==> src/rtl/acq_pkg.sv <==
package acq_pkg;
   typedef enum logic [1:0] {
      MODE_FREEZE = 2'd0,
      MODE_CLEAR  = 2'd1,
      MODE_SNAP   = 2'd2,
      MODE_GRAB   = 2'd3
   } acq_mode_e;

   typedef enum logic [1:0] {
      ST_IDLE  = 2'd0,
      ST_CLEAR = 2'd1,
      ST_WAIT  = 2'd2,
      ST_RUN   = 2'd3
   } acq_state_e;

   localparam logic [1:0] SEL_CTRL  = 2'd0;
   localparam logic [1:0] SEL_HMASK = 2'd1;
   localparam logic [1:0] SEL_VMASK = 2'd2;
endpackage

==> src/rtl/acq_sync_track.sv <==
module acq_sync_track #(
   parameter int STAGES = 2,
   parameter int PW     = 8,
   parameter int XW     = 3,
   parameter int YW     = 2
) (
   input  logic          clk,
   input  logic          rst_n,
   input  logic          vb_i,
   input  logic          hb_i,
   input  logic          odd_i,
   input  logic [PW-1:0] pix_i,
   output logic          vb,
   output logic          hb,
   output logic          odd,
   output logic [PW-1:0] pix,
   output logic          active,
   output logic          fstart,
   output logic          fend,
   output logic [XW-1:0] x,
   output logic [YW-1:0] y
);
   localparam int SW = PW + 3;
   localparam logic [SW-1:0] RST_V = {2'b11, 1'b0, {PW{1'b0}}};

   logic [SW-1:0] tap;
   logic          vb_prev, hb_prev;

   generate
      if (STAGES == 0) begin : g_direct
         assign tap = {vb_i, hb_i, odd_i, pix_i};
      end else begin : g_chain
         logic [STAGES-1:0][SW-1:0] stg;
         always_ff @(posedge clk or negedge rst_n) begin
            if (!rst_n) begin
               for (int i = 0; i < STAGES; i++) stg[i] <= RST_V;
            end else begin
               stg[0] <= {vb_i, hb_i, odd_i, pix_i};
               for (int i = 1; i < STAGES; i++) stg[i] <= stg[i-1];
            end
         end
         assign tap = stg[STAGES-1];
      end
   endgenerate

   assign {vb, hb, odd, pix} = tap;
   assign active = ~vb & ~hb;
   assign fstart = vb_prev & ~vb;
   assign fend   = ~vb_prev & vb;

   always_ff @(posedge clk or negedge rst_n) begin
      if (!rst_n) begin
         vb_prev <= 1'b1;
         hb_prev <= 1'b1;
         x       <= '0;
         y       <= '0;
      end else begin
         vb_prev <= vb;
         hb_prev <= hb;
         if (hb)          x <= '0;
         else if (active) x <= x + 1'b1;
         if (vb)                y <= '0;
         else if (hb & ~hb_prev) y <= y + 1'b1;
      end
   end
endmodule

==> src/rtl/acq_seq.sv <==
module acq_seq
   import acq_pkg::*;
#(
   parameter int AW = 6
) (
   input  logic          clk,
   input  logic          rst_n,
   input  logic          cfg_wr,
   input  acq_mode_e     cfg_mode,
   input  logic          fstart,
   input  logic          fend,
   input  logic          odd,
   output acq_state_e    state,
   output acq_mode_e     run_mode,
   output logic [AW-1:0] clr_addr,
   output logic          last_field,
   output logic [1:0]    busy_code
);
   logic stop_req;
   logic freeze_wr;
   logic stop_now;

   assign freeze_wr = cfg_wr && (cfg_mode == MODE_FREEZE);
   assign stop_now  = stop_req | freeze_wr;

   always_ff @(posedge clk or negedge rst_n) begin
      if (!rst_n) begin
         state    <= ST_IDLE;
         run_mode <= MODE_FREEZE;
         stop_req <= 1'b0;
         clr_addr <= '0;
      end else begin
         case (state)
            ST_IDLE: begin
               stop_req <= 1'b0;
               if (cfg_wr) begin
                  case (cfg_mode)
                     MODE_CLEAR: begin
                        state    <= ST_CLEAR;
                        clr_addr <= '0;
                     end
                     MODE_SNAP, MODE_GRAB: begin
                        state    <= ST_WAIT;
                        run_mode <= cfg_mode;
                     end
                     default: state <= ST_IDLE;
                  endcase
               end
            end
            ST_CLEAR: begin
               if (freeze_wr || (&clr_addr)) state <= ST_IDLE;
               else clr_addr <= clr_addr + 1'b1;
            end
            ST_WAIT: begin
               if (freeze_wr)          state <= ST_IDLE;
               else if (fstart && odd) state <= ST_RUN;
            end
            ST_RUN: begin
               if (freeze_wr) stop_req <= 1'b1;
               if (fend && (stop_now || (run_mode == MODE_SNAP && !odd))) begin
                  state    <= ST_IDLE;
                  stop_req <= 1'b0;
               end
            end
            default: state <= ST_IDLE;
         endcase
      end
   end

   assign last_field = (state == ST_RUN) &&
                       (stop_req || (run_mode == MODE_SNAP && !odd));

   always_comb begin
      case (state)
         ST_IDLE:  busy_code = 2'd0;
         ST_CLEAR: busy_code = 2'd1;
         default:  busy_code = run_mode;
      endcase
   end
endmodule

==> src/rtl/acq_wr_mux.sv <==
module acq_wr_mux
   import acq_pkg::*;
#(
   parameter int AW = 6,
   parameter int PW = 8
) (
   input  logic          clk,
   input  logic          rst_n,
   input  acq_state_e    state,
   input  logic          active,
   input  logic [AW-1:0] pix_addr,
   input  logic [PW-1:0] pix,
   input  logic [AW-1:0] clr_addr,
   input  logic          host_we,
   input  logic [AW-1:0] host_addr,
   input  logic [PW-1:0] host_wdata,
   input  logic [PW-1:0] host_mask,
   input  logic [PW-1:0] video_mask,
   output logic          mem_we,
   output logic [AW-1:0] mem_addr,
   output logic [PW-1:0] mem_wdata,
   output logic [PW-1:0] mem_bmask
);
   logic          we_n;
   logic [AW-1:0] addr_n;
   logic [PW-1:0] data_n, bm_n;

   always_comb begin
      we_n   = 1'b0;
      addr_n = '0;
      data_n = '0;
      bm_n   = '0;
      case (state)
         ST_CLEAR: begin
            we_n   = 1'b1;
            addr_n = clr_addr;
            bm_n   = ~host_mask;
         end
         ST_RUN: begin
            we_n   = active;
            addr_n = pix_addr;
            data_n = pix;
            bm_n   = ~video_mask;
         end
         ST_IDLE: begin
            we_n   = host_we;
            addr_n = host_addr;
            data_n = host_wdata;
            bm_n   = ~host_mask;
         end
         default: we_n = 1'b0;
      endcase
   end

   always_ff @(posedge clk or negedge rst_n) begin
      if (!rst_n) begin
         mem_we    <= 1'b0;
         mem_addr  <= '0;
         mem_wdata <= '0;
         mem_bmask <= '0;
      end else begin
         mem_we    <= we_n;
         mem_addr  <= addr_n;
         mem_wdata <= data_n;
         mem_bmask <= bm_n;
      end
   end
endmodule

==> src/rtl/acq_mode_ctrl.sv <==
module acq_mode_ctrl
   import acq_pkg::*;
#(
   parameter int PLANES      = 8,
   parameter int LINE_PIX    = 8,
   parameter int FIELD_LINES = 4,
   parameter int SYNC_STAGES = 2,
   localparam int XW = $clog2(LINE_PIX),
   localparam int YW = $clog2(FIELD_LINES),
   localparam int AW = XW + YW + 1
) (
   input  logic              clk,
   input  logic              rst_n,
   input  logic              reg_wr,
   input  logic [1:0]        reg_sel,
   input  logic [7:0]        reg_wdata,
   output logic [7:0]        status,
   output logic              chan_sel,
   output logic              pll_sel,
   input  logic              vsync_blank,
   input  logic              hsync_blank,
   input  logic              field_odd,
   input  logic [PLANES-1:0] vid_pix,
   input  logic              host_we,
   input  logic [AW-1:0]     host_addr,
   input  logic [PLANES-1:0] host_wdata,
   output logic              mem_we,
   output logic [AW-1:0]     mem_addr,
   output logic [PLANES-1:0] mem_wdata,
   output logic [PLANES-1:0] mem_bmask
);
   if (PLANES < 1 || PLANES > 8) begin : g_bad_planes
      $error("PLANES must lie in 1..8");
   end
   if ((LINE_PIX < 2) || ((LINE_PIX & (LINE_PIX - 1)) != 0)) begin : g_bad_line
      $error("LINE_PIX must be a power of two of at least 2");
   end
   if ((FIELD_LINES < 2) || ((FIELD_LINES & (FIELD_LINES - 1)) != 0)) begin : g_bad_lines
      $error("FIELD_LINES must be a power of two of at least 2");
   end
   if (SYNC_STAGES < 0 || SYNC_STAGES > 4) begin : g_bad_sync
      $error("SYNC_STAGES must lie in 0..4");
   end

   logic [PLANES-1:0] host_mask, video_mask;
   logic              vb_s, hb_s, odd_s, active_s, fstart_s, fend_s;
   logic [PLANES-1:0] pix_s;
   logic [XW-1:0]     x_s;
   logic [YW-1:0]     y_s;
   acq_state_e        state_w;
   acq_mode_e         run_mode_w;
   logic [AW-1:0]     clr_addr_w;
   logic              last_w;
   logic [1:0]        busy_w;
   logic              ctrl_wr;

   assign ctrl_wr = reg_wr && (reg_sel == SEL_CTRL);

   always_ff @(posedge clk or negedge rst_n) begin
      if (!rst_n) begin
         chan_sel   <= 1'b0;
         pll_sel    <= 1'b0;
         host_mask  <= '0;
         video_mask <= '0;
      end else if (reg_wr) begin
         case (reg_sel)
            SEL_CTRL: begin
               chan_sel <= reg_wdata[0];
               pll_sel  <= reg_wdata[1];
            end
            SEL_HMASK: host_mask  <= reg_wdata[PLANES-1:0];
            SEL_VMASK: video_mask <= reg_wdata[PLANES-1:0];
            default: ;
         endcase
      end
   end

   acq_sync_track #(
      .STAGES(SYNC_STAGES), .PW(PLANES), .XW(XW), .YW(YW)
   ) u_sync (
      .clk(clk), .rst_n(rst_n),
      .vb_i(vsync_blank), .hb_i(hsync_blank), .odd_i(field_odd), .pix_i(vid_pix),
      .vb(vb_s), .hb(hb_s), .odd(odd_s), .pix(pix_s),
      .active(active_s), .fstart(fstart_s), .fend(fend_s),
      .x(x_s), .y(y_s)
   );

   acq_seq #(.AW(AW)) u_seq (
      .clk(clk), .rst_n(rst_n),
      .cfg_wr(ctrl_wr), .cfg_mode(acq_mode_e'(reg_wdata[7:6])),
      .fstart(fstart_s), .fend(fend_s), .odd(odd_s),
      .state(state_w), .run_mode(run_mode_w), .clr_addr(clr_addr_w),
      .last_field(last_w), .busy_code(busy_w)
   );

   acq_wr_mux #(.AW(AW), .PW(PLANES)) u_mux (
      .clk(clk), .rst_n(rst_n),
      .state(state_w), .active(active_s),
      .pix_addr({y_s, ~odd_s, x_s}), .pix(pix_s),
      .clr_addr(clr_addr_w),
      .host_we(host_we), .host_addr(host_addr), .host_wdata(host_wdata),
      .host_mask(host_mask), .video_mask(video_mask),
      .mem_we(mem_we), .mem_addr(mem_addr), .mem_wdata(mem_wdata), .mem_bmask(mem_bmask)
   );

   assign status = {busy_w, ~hb_s, ~vb_s, ~last_w, odd_s, pll_sel, chan_sel};
endmodule

==> config.mk <==
export PLATFORM = sky130hd
export DESIGN_NAME = acq_mode_ctrl
export DESIGN_NICKNAME = d
export VERILOG_FILES = /design/src/rtl/acq_pkg.sv /design/src/rtl/acq_sync_track.sv /design/src/rtl/acq_seq.sv /design/src/rtl/acq_wr_mux.sv /design/src/rtl/acq_mode_ctrl.sv
export SDC_FILE = /design/constraint.sdc
export NUM_CORES = 1
export LEC_CHECK = 0
export CAP_MARGIN = 10
export CORE_MARGIN = 5
export CORE_UTILIZATION = 54
export CTS_CLUSTER_DIAMETER = 120
export DETAILED_ROUTE_END_ITERATION = 8
export GPL_ROUTABILITY_DRIVEN = 0
export PLACE_DENSITY = 0.86
export SLEW_MARGIN = 10
export SYNTH_ARGS = -nofsm -noshare
export SYNTH_HDL_FRONTEND = slang
export SYNTH_SLANG_ARGS = --single-unit
==> constraint.sdc <==
create_clock -name clk -period 3.3 [get_ports clk]
set_input_delay 0.66 -clock clk [delete_from_list [all_inputs] [get_ports clk]]
set_output_delay 0.66 -clock clk [all_outputs]
set_load 0.005 [all_outputs]
==> results of run 1 <==
critical path, stage by stage (launching register included):
cell and delay (ns):
sky130_fd_sc_hd__dfrtp_1 0.45, sky130_fd_sc_hd__inv_1 0.12, sky130_fd_sc_hd__ha_1 0.39, sky130_fd_sc_hd__nor2_2 0.40
sky130_fd_sc_hd__and2_1 0.20, sky130_fd_sc_hd__clkdlybuf4s50_1 0.51
Yosys cell counts:
library cell / instances
sky130_fd_sc_hd__o311ai_2: 1
sky130_fd_sc_hd__nand2b_1: 4
sky130_fd_sc_hd__nand4_1: 2
sky130_fd_sc_hd__inv_1: 13
sky130_fd_sc_hd__nor2b_1: 2
sky130_fd_sc_hd__mux2_2: 17
sky130_fd_sc_hd__ha_1: 7
sky130_fd_sc_hd__dfstp_2: 6
sky130_fd_sc_hd__mux2i_1: 1
sky130_fd_sc_hd__or3b_1: 1
sky130_fd_sc_hd__buf_1: 4
sky130_fd_sc_hd__o21ai_0: 4
sky130_fd_sc_hd__o22ai_1: 1
sky130_fd_sc_hd__nand3b_1: 7
sky130_fd_sc_hd__buf_2: 1
sky130_fd_sc_hd__or2_0: 1
sky130_fd_sc_hd__nor2_1: 44
sky130_fd_sc_hd__nand2_1: 14
sky130_fd_sc_hd__a22o_1: 3
sky130_fd_sc_hd__o21ai_1: 2
sky130_fd_sc_hd__mux2_1: 1
sky130_fd_sc_hd__xnor2_1: 3
sky130_fd_sc_hd__and2_1: 1
sky130_fd_sc_hd__or4b_1: 1
sky130_fd_sc_hd__clkbuf_1: 6
sky130_fd_sc_hd__a222oi_1: 6
sky130_fd_sc_hd__a211o_1: 2
sky130_fd_sc_hd__o211ai_1: 4
sky130_fd_sc_hd__nand3_1: 5
sky130_fd_sc_hd__xor2_1: 2
sky130_fd_sc_hd__a21oi_1: 8
sky130_fd_sc_hd__or2_2: 1
sky130_fd_sc_hd__buf_4: 3
sky130_fd_sc_hd__dfrtp_1: 75
sky130_fd_sc_hd__a2bb2oi_1: 1
sky130_fd_sc_hd__o221ai_1: 1
sky130_fd_sc_hd__nor3b_1: 2
sky130_fd_sc_hd__a22oi_1: 11
sky130_fd_sc_hd__a221oi_1: 1
where the power goes:
| group | internal [uW] | leakage (uW) | switching [uW] |
|---|---|---|---|
| Clock | 368 | 0.0000953 | 345 |
| Combinational | 576 | 0.000749 | 540 |
| Sequential | 1230 | 0.000999 | 128 |
how the worst max path moves through the flow:
| stage | from | endpoint | slack [ns] | depth (start not counted) |
|---|---|---|---|---|
| floorplan | reg_wdata[7] | u_seq.clr_addr[0] | 1.11 | 5 |
| global placement | u_seq.state[1] | status[7] | 0.50 | 5 |
| detailed placement | u_seq.state[1] | status[7] | 0.41 | 5 |
| CTS | u_seq.state[1] | status[7] | 0.21 | 5 |
| global route | u_seq.state[1] | status[7] | 0.05 | 5 |
| finish | u_seq.state[1] | status[7] | 0.21 | 5 |
layer usage:
layer	global-route usage	vias to the layer above
met5	0	-
met4	0.105	0
met3	0.0388	11
met2	0.308	80
met1	0.258	1090
li1	-	1069
flip-flops by register name (all words and copies together) (netlist names), 2 cells and up:
signal / flops
u_sync.g_chain.stg: 11
u_sync.tap: 11
host_mask: 8
u_mux.mem_bmask: 8
u_mux.mem_wdata: 8
video_mask: 8
u_mux.mem_addr: 6
u_seq.clr_addr: 6
u_sync.x: 3
u_seq.run_mode: 2
u_seq.state: 2
u_sync.y: 2
per-stage QoR:
stage / worst slack (ns) / util / cell area, um2 / instances
2_1_floorplan: 1.11 / - / 3230 / 269
3_3_place_gp: 0.504 / 0.681 / 3990 / 404
3_5_place_dp: 0.415 / 0.681 / 3990 / 404
4_1_cts: 0.207 / 0.715 / 4180 / 420
5_1_grt: 0.0494 / 0.715 / 4180 / 420
6_report: 0.207 / 0.715 / 4180 / 420
cell type report:
cell class / instances / area (um2)
fill: 398 / 1670
clock inverter: 5 / 55.1
clock buffer: 11 / 141
sequential: 81 / 2030
inverter: 13 / 48.8
multi-input combinational: 161 / 1080
tap: 75 / 93.8
timing repair buffer: 74 / 731
cell families (layout without fill, tap and decap cells):
group	Yosys count	after routing
AOI/OAI and AO/OA	45	45
adders and majority gates	7	7
muxes	19	19
buffers and inverters	27	103
DFF	81	81
and+or+nand+nor	85	85
xor gates and xnor gates	5	5
==> flow_metrics.py, run 1 <==
metrics = {
    "detailed_routing": {
        "drt-wirelength-per-cell_um": 16.0,
        "via_count": 2250,
        "dr_wl_met3_um": 402,
        "met2_length_um": 3420,
        "drt_iter0_markers": 114,
        "drt_drc_violations_left": 0,
        "route.final.wire_length_um": 6710,
        "drt.antenna.violating_nets": 0,
        "highest_layer": "met4",
        "first_pass_iters": 5,
        "met1Wirelength_um": 2790,
        "via_per_inst": 5.36,
    },
    "finish": {
        "diodes": 0,
        "mostFrequentLayoutCells": "75 x sky130_fd_sc_hd__dfrtp_1, 70 x sky130_fd_sc_hd__clkdlybuf4s50_1, 43 x sky130_fd_sc_hd__nor2_1, 17 x sky130_fd_sc_hd__mux2_2, 14 x sky130_fd_sc_hd__nand2_1",
        "fin_nets": 386,
        "final_common_cell": "sky130_fd_sc_hd__dfrtp_1",
        "synthToLayoutAreaGrowth_pct": 29.7,
        "layout-drive-gt1-share": 0.130,
    },
    "power_and_ir_drop": {
        "cellPowerDensity_nw_per_um2": 761,
        "leakagePower_uw": 0.00184,
        "totalPowerFinal_uw": 3180,
        "max-vdd-ir-drop_mv": 0.532,
    },
    "critical_path": {
        "worst_r2r_path_depth": 6,
        "timing.reg2reg.setup_slack_ns": 1.11,
        "crit_required_ns": 2.64,
        "crit_fanout": 17,
        "setup.worst_path.class": "reg -> out",
        "r2r_end": "u_seq.clr_addr[5]",
        "worst_setup_path_start_kind": "register",
        "crit-reg2reg-launch": "u_seq.state[1]",
        "crit_arrival_ns": 2.43,
        "end_kind": "primary output",
    },
    "timing": {
        "timing.final.max_slew_violations": 0,
        "rsz_0062_raised_after_global_routing": "no",
        "finalHoldViolations": 0,
        "timing.max_slew.rel_slack": 0.339,
        "highest_achievable_clock_rate_mhz": 323,
        "layout_worst_path_cycle_share": 0.937,
        "holdWs_ns": 0.350,
        "worstMarginPinSlew_ns": 0.991,
        "final_period_demand_of_the_worst_path_ns": 3.09,
        "worst_clock_skew_ns": 0.00973,
        "fin_setup_tns_ns": 0,
        "report.final.setup_viol": 0,
    },
    "cts": {
        "clock_insertion_delay_worst_skew_ns": 0.35,
        "cts_hold_buffers": 0,
        "tritoncts": "built",
        "cts_buffer_depth": 2,
        "clkSinkCount": 81,
        "cts.clk_slew.worst_paths_ns": 0.08,
        "post_cts.resized_instances": 1,
        "post_cts_setup_repair_bufs": 0,
        "cts-htree-levels": 3,
        "cts_root_buf": "sky130_fd_sc_hd__clkbuf_8",
        "cts_buffers": 9,
    },
    "synth": {
        "yosys-mux-area-fraction": 0.0659,
        "yosysWarningCount": 0,
        "synth_area_um2": 3230,
        "synth_largest_area_cell": "sky130_fd_sc_hd__dfrtp_1",
        "synth_top_area_frac": 0.582,
        "ranking_of_synthesized_cells_by_area": "sky130_fd_sc_hd__dfrtp_1 58%, sky130_fd_sc_hd__mux2_2 5.9%, sky130_fd_sc_hd__nor2_1 5.1%",
        "adder_cell_area_share_of_the_yosys_netlist": 0.0272,
        "postSynthRegisterBits": 81,
        "synth_sequential_area_ratio": 0.631,
        "simple_gate_portion_of_the_synthesized_area": 0.123,
        "synth_nets": 315,
        "synth_top_family_by_area": "simple AND/OR/NAND/NOR gates",
        "synth_cell_types": 39,
        "synthesis.instances": 269,
        "synth-compound-area-share": 0.104,
        "synthesis.area_per_instance_um2": 12.0,
        "synth_xor_area_frac": 0.0136,
    },
    "floorplan": {
        "std_cell_rows": 28,
        "die_area_um2": 7620,
        "die_height_um": 87.3,
        "initial_core_utilization": 0.551,
        "die-width_um": 87.3,
        "num_io_pins": 72,
        "floorplan.core_area_um2": 5850,
    },
    "run": {
        "max_cap_violations": 0,
    },
    "worst_hold_path": {
        "holdCritStartpoint": "u_sync.g_chain.stg[3]",
        "min_path_type": "reg -> reg",
        "hold-path-cell-count": 0,
        "worst_hold_path.endpoint": "u_sync.tap[3]",
    },
    "grt": {
        "first_pass_grt_wire_length_um": 11400,
        "antenna_found_initial": 0,
        "track_usage": 0.197,
        "grt_pass1_vias": 2348,
        "grt_overflow": 0,
        "largest_net_degree_at_the_start_of_global_routing": 82,
    },
    "placed_design": {
        "detailedPlacementHpwl_um": 4640,
        "place.port_buffers": 71,
    },
    "run_status": {
        "outcome": "finished clean",
    },
}
Note: power is estimated with default switching activity, not from simulation.
==> run 2: changes to the inputs <==
Settings changed: CAP_MARGIN 10 to 15.
==> results of run 2 <==
Final layout, timing and power as in run 1 (identical DEF).
==> run 3: changes to the inputs <==
Settings changed: CORE_UTILIZATION 54 to 56, CTS_BUF_LIST set to sky130_fd_sc_hd__clkbuf_8, GPL_ROUTABILITY_DRIVEN 0 to 1, PLACE_DENSITY 0.86 to 0.88, SLEW_MARGIN 10 to unset.
==> run 3 against run 2 <==
  * Critical path depth increased by 1
  * Critical path type unchanged
  * Sequential power about the same
  * Clock power increased by 2%
  * Highest routed layer unchanged
  * Count of clock-buffer cells in the layout unchanged
  * Register-to-register slack improved by 0.09 ns
  * Power increased by 0.61%
  * Global-route usage increased by 0.56 points
==> flow_metrics.py, run 3 (same netlist as run 1, synthesis figures left out) <==
metrics = {
    "run_status": {
        "outcome": "finished clean",
    },
    "worst_hold_path": {
        "min_path_type": "reg -> reg",
        "holdCritStartpoint": "u_sync.g_chain.stg[8]",
    },
    "placed_design": {
        "place.gp.congestion": 0.794,
        "detailedPlace.worstSlack_ns": 0.462,
        "detailedPlacementHpwl_um": 4470,
        "place.port_buffers": 71,
        "post-place-cells": 402,
    },
    "power_and_ir_drop": {
        "power.share.switching": 0.313,
        "cellPowerDensity_nw_per_um2": 764,
        "switching_power_uw": 1000,
        "max-vdd-ir-drop_mv": 0.613,
        "clock_power_share": 0.227,
        "power_frac_seq": 0.421,
        "combPwrFrac": 0.352,
        "cell_internal_pwr_uw": 2200,
        "leakagePower_uw": 0.00186,
    },
    "timing": {
        "final_period_demand_of_the_worst_path_ns": 2.97,
        "timing.final.max_slew_violations": 0,
        "worstMarginPinSlew_ns": 0.950,
        "report.final.setup_viol": 0,
        "finalHoldViolations": 0,
        "rsz_0062_raised_after_global_routing": "no",
        "timing.max_slew.rel_slack": 0.366,
        "worst_clock_skew_ns": 0.0101,
        "fin_setup_tns_ns": 0,
        "holdWs_ns": 0.350,
        "layout_worst_path_cycle_share": 0.901,
        "highest_achievable_clock_rate_mhz": 336,
        "timing.final.ws_setup_ns": 0.327,
    },
    "grt": {
        "first_pass_grt_wire_length_um": 11500,
        "grt_pass1_vias": 2386,
        "grt_overflow": 0,
        "antenna_found_initial": 0,
        "largest_net_degree_at_the_start_of_global_routing": 82,
        "track_usage": 0.202,
    },
    "detailed_routing": {
        "route.final.wire_length_um": 6550,
        "drt_iter0_markers": 176,
        "via_per_inst": 5.38,
        "via_count": 2248,
        "drt-wirelength-per-cell_um": 15.7,
        "first_pass_iters": 5,
        "drt_drc_violations_left": 0,
        "drt.antenna.violating_nets": 0,
    },
    "finish": {
        "layout-drive-gt1-share": 0.130,
        "mostFrequentLayoutCells": "75 x sky130_fd_sc_hd__dfrtp_1, 70 x sky130_fd_sc_hd__clkdlybuf4s50_1, 44 x sky130_fd_sc_hd__nor2_1, 17 x sky130_fd_sc_hd__mux2_2",
        "final-instance-count-excl-fill": 418,
        "final_common_cell": "sky130_fd_sc_hd__dfrtp_1",
        "synthToLayoutAreaGrowth_pct": 30.1,
        "diodes": 0,
        "multiInputGateArea_um2": 1080,
        "nFillCells": 373,
        "fin_nets": 387,
        "layout.area.seq_um2": 2030,
    },
    "critical_path": {
        "crit_required_ns": 2.64,
        "crit-reg2reg-launch": "u_seq.state[1]",
        "worst_r2r_path_depth": 6,
        "timing.reg2reg.setup_slack_ns": 1.20,
        "worst_setup_path_start_kind": "register",
        "setup.worst_path.class": "reg -> out",
        "crit_fanout": 17,
        "r2r_end": "u_seq.clr_addr[5]",
        "worstSetupStartpoint": "u_seq.state[1]",
        "worstSetupEndpoint": "status[7]",
        "end_kind": "primary output",
        "crit_arrival_ns": 2.31,
    },
    "floorplan": {
        "die_height_um": 85.9,
        "die-width_um": 85.9,
        "floorplan.core_area_um2": 5540,
        "num_io_pins": 72,
        "initial_core_utilization": 0.582,
        "std_cell_rows": 27,
        "die_area_um2": 7380,
    },
    "cts": {
        "tritoncts": "built",
        "clkSinkCount": 81,
        "post_cts_setup_repair_bufs": 0,
        "cts_root_buf": "sky130_fd_sc_hd__clkbuf_8",
        "cts-htree-levels": 3,
        "cts_buffers": 9,
        "clock_insertion_delay_worst_skew_ns": 0.34,
        "post_cts.resized_instances": 0,
        "cts_buffer_depth": 2,
        "cts.clk_slew.worst_paths_ns": 0.08,
        "cts_hold_buffers": 0,
    },
    "run": {
        "max_cap_violations": 0,
    },
}
run 3: worst min path at each step:
stage               cells after the start       endpoint  slack [ns]
CTS                                     0  u_sync.tap[4]        0.35
finish                                  0  u_sync.tap[8]        0.35
floorplan                               0  u_sync.tap[0]        0.33
detailed placement                      0  u_sync.tap[4]        0.33
global route                            0  u_sync.tap[4]        0.35
global placement                        0  u_sync.tap[8]        0.33
run 3: layout make-up:
| cell class | count | share of cell area |
|---|---|---|
| Clock inverter | 5 | 0.0131 |
| Clock buffer | 11 | 0.0361 |
| Sequential cell | 81 | 0.485 |
| Inverter | 13 | 0.0116 |
| Multi-Input combinational cell | 161 | 0.257 |
| Tap cell | 72 | 0.0215 |
| Timing Repair Buffer | 75 | 0.176 |
run 3: power by group through the flow:
stage          combinational, uW  clock (uW)  sequential (uW)
3_5_place_dp                1120           0             1370
5_1_grt                     1250         788             1380
2_1_floorplan                589           0             1360
3_3_place_gp                1090           0             1360
6_report                    1130         727             1350
4_1_cts                     1140         741             1350
run 3: worst max-delay path, cell delays in order (launching register included):
cell	delay, ns
sky130_fd_sc_hd__dfrtp_1	0.44
sky130_fd_sc_hd__inv_1	0.15
sky130_fd_sc_hd__ha_1	0.51
sky130_fd_sc_hd__nor2_1	0.08
sky130_fd_sc_hd__buf_4	0.19
sky130_fd_sc_hd__and2_1	0.17
sky130_fd_sc_hd__clkdlybuf4s50_1	0.44
run 3: routing by layer:
layer | global-route usage | vias to the layer above | routed length [um]
met5 | 0 | - | 0
met4 | 0.0820 | 0 | 120
met3 | 0.0480 | 12 | 401
met2 | 0.329 | 83 | 3310
met1 | 0.261 | 1083 | 2720
li1 | - | 1070 | -
run 3: per-stage QoR:
step / power, uW / instance area [um2] / utilization
2_1_floorplan: 1950 / 3230 / -
4_1_cts: 3230 / 4200 / 0.757
5_1_grt: 3420 / 4200 / 0.757
3_5_place_dp: 2490 / 3990 / 0.720
6_report: 3200 / 4200 / 0.757
3_3_place_gp: 2450 / 3990 / 0.720
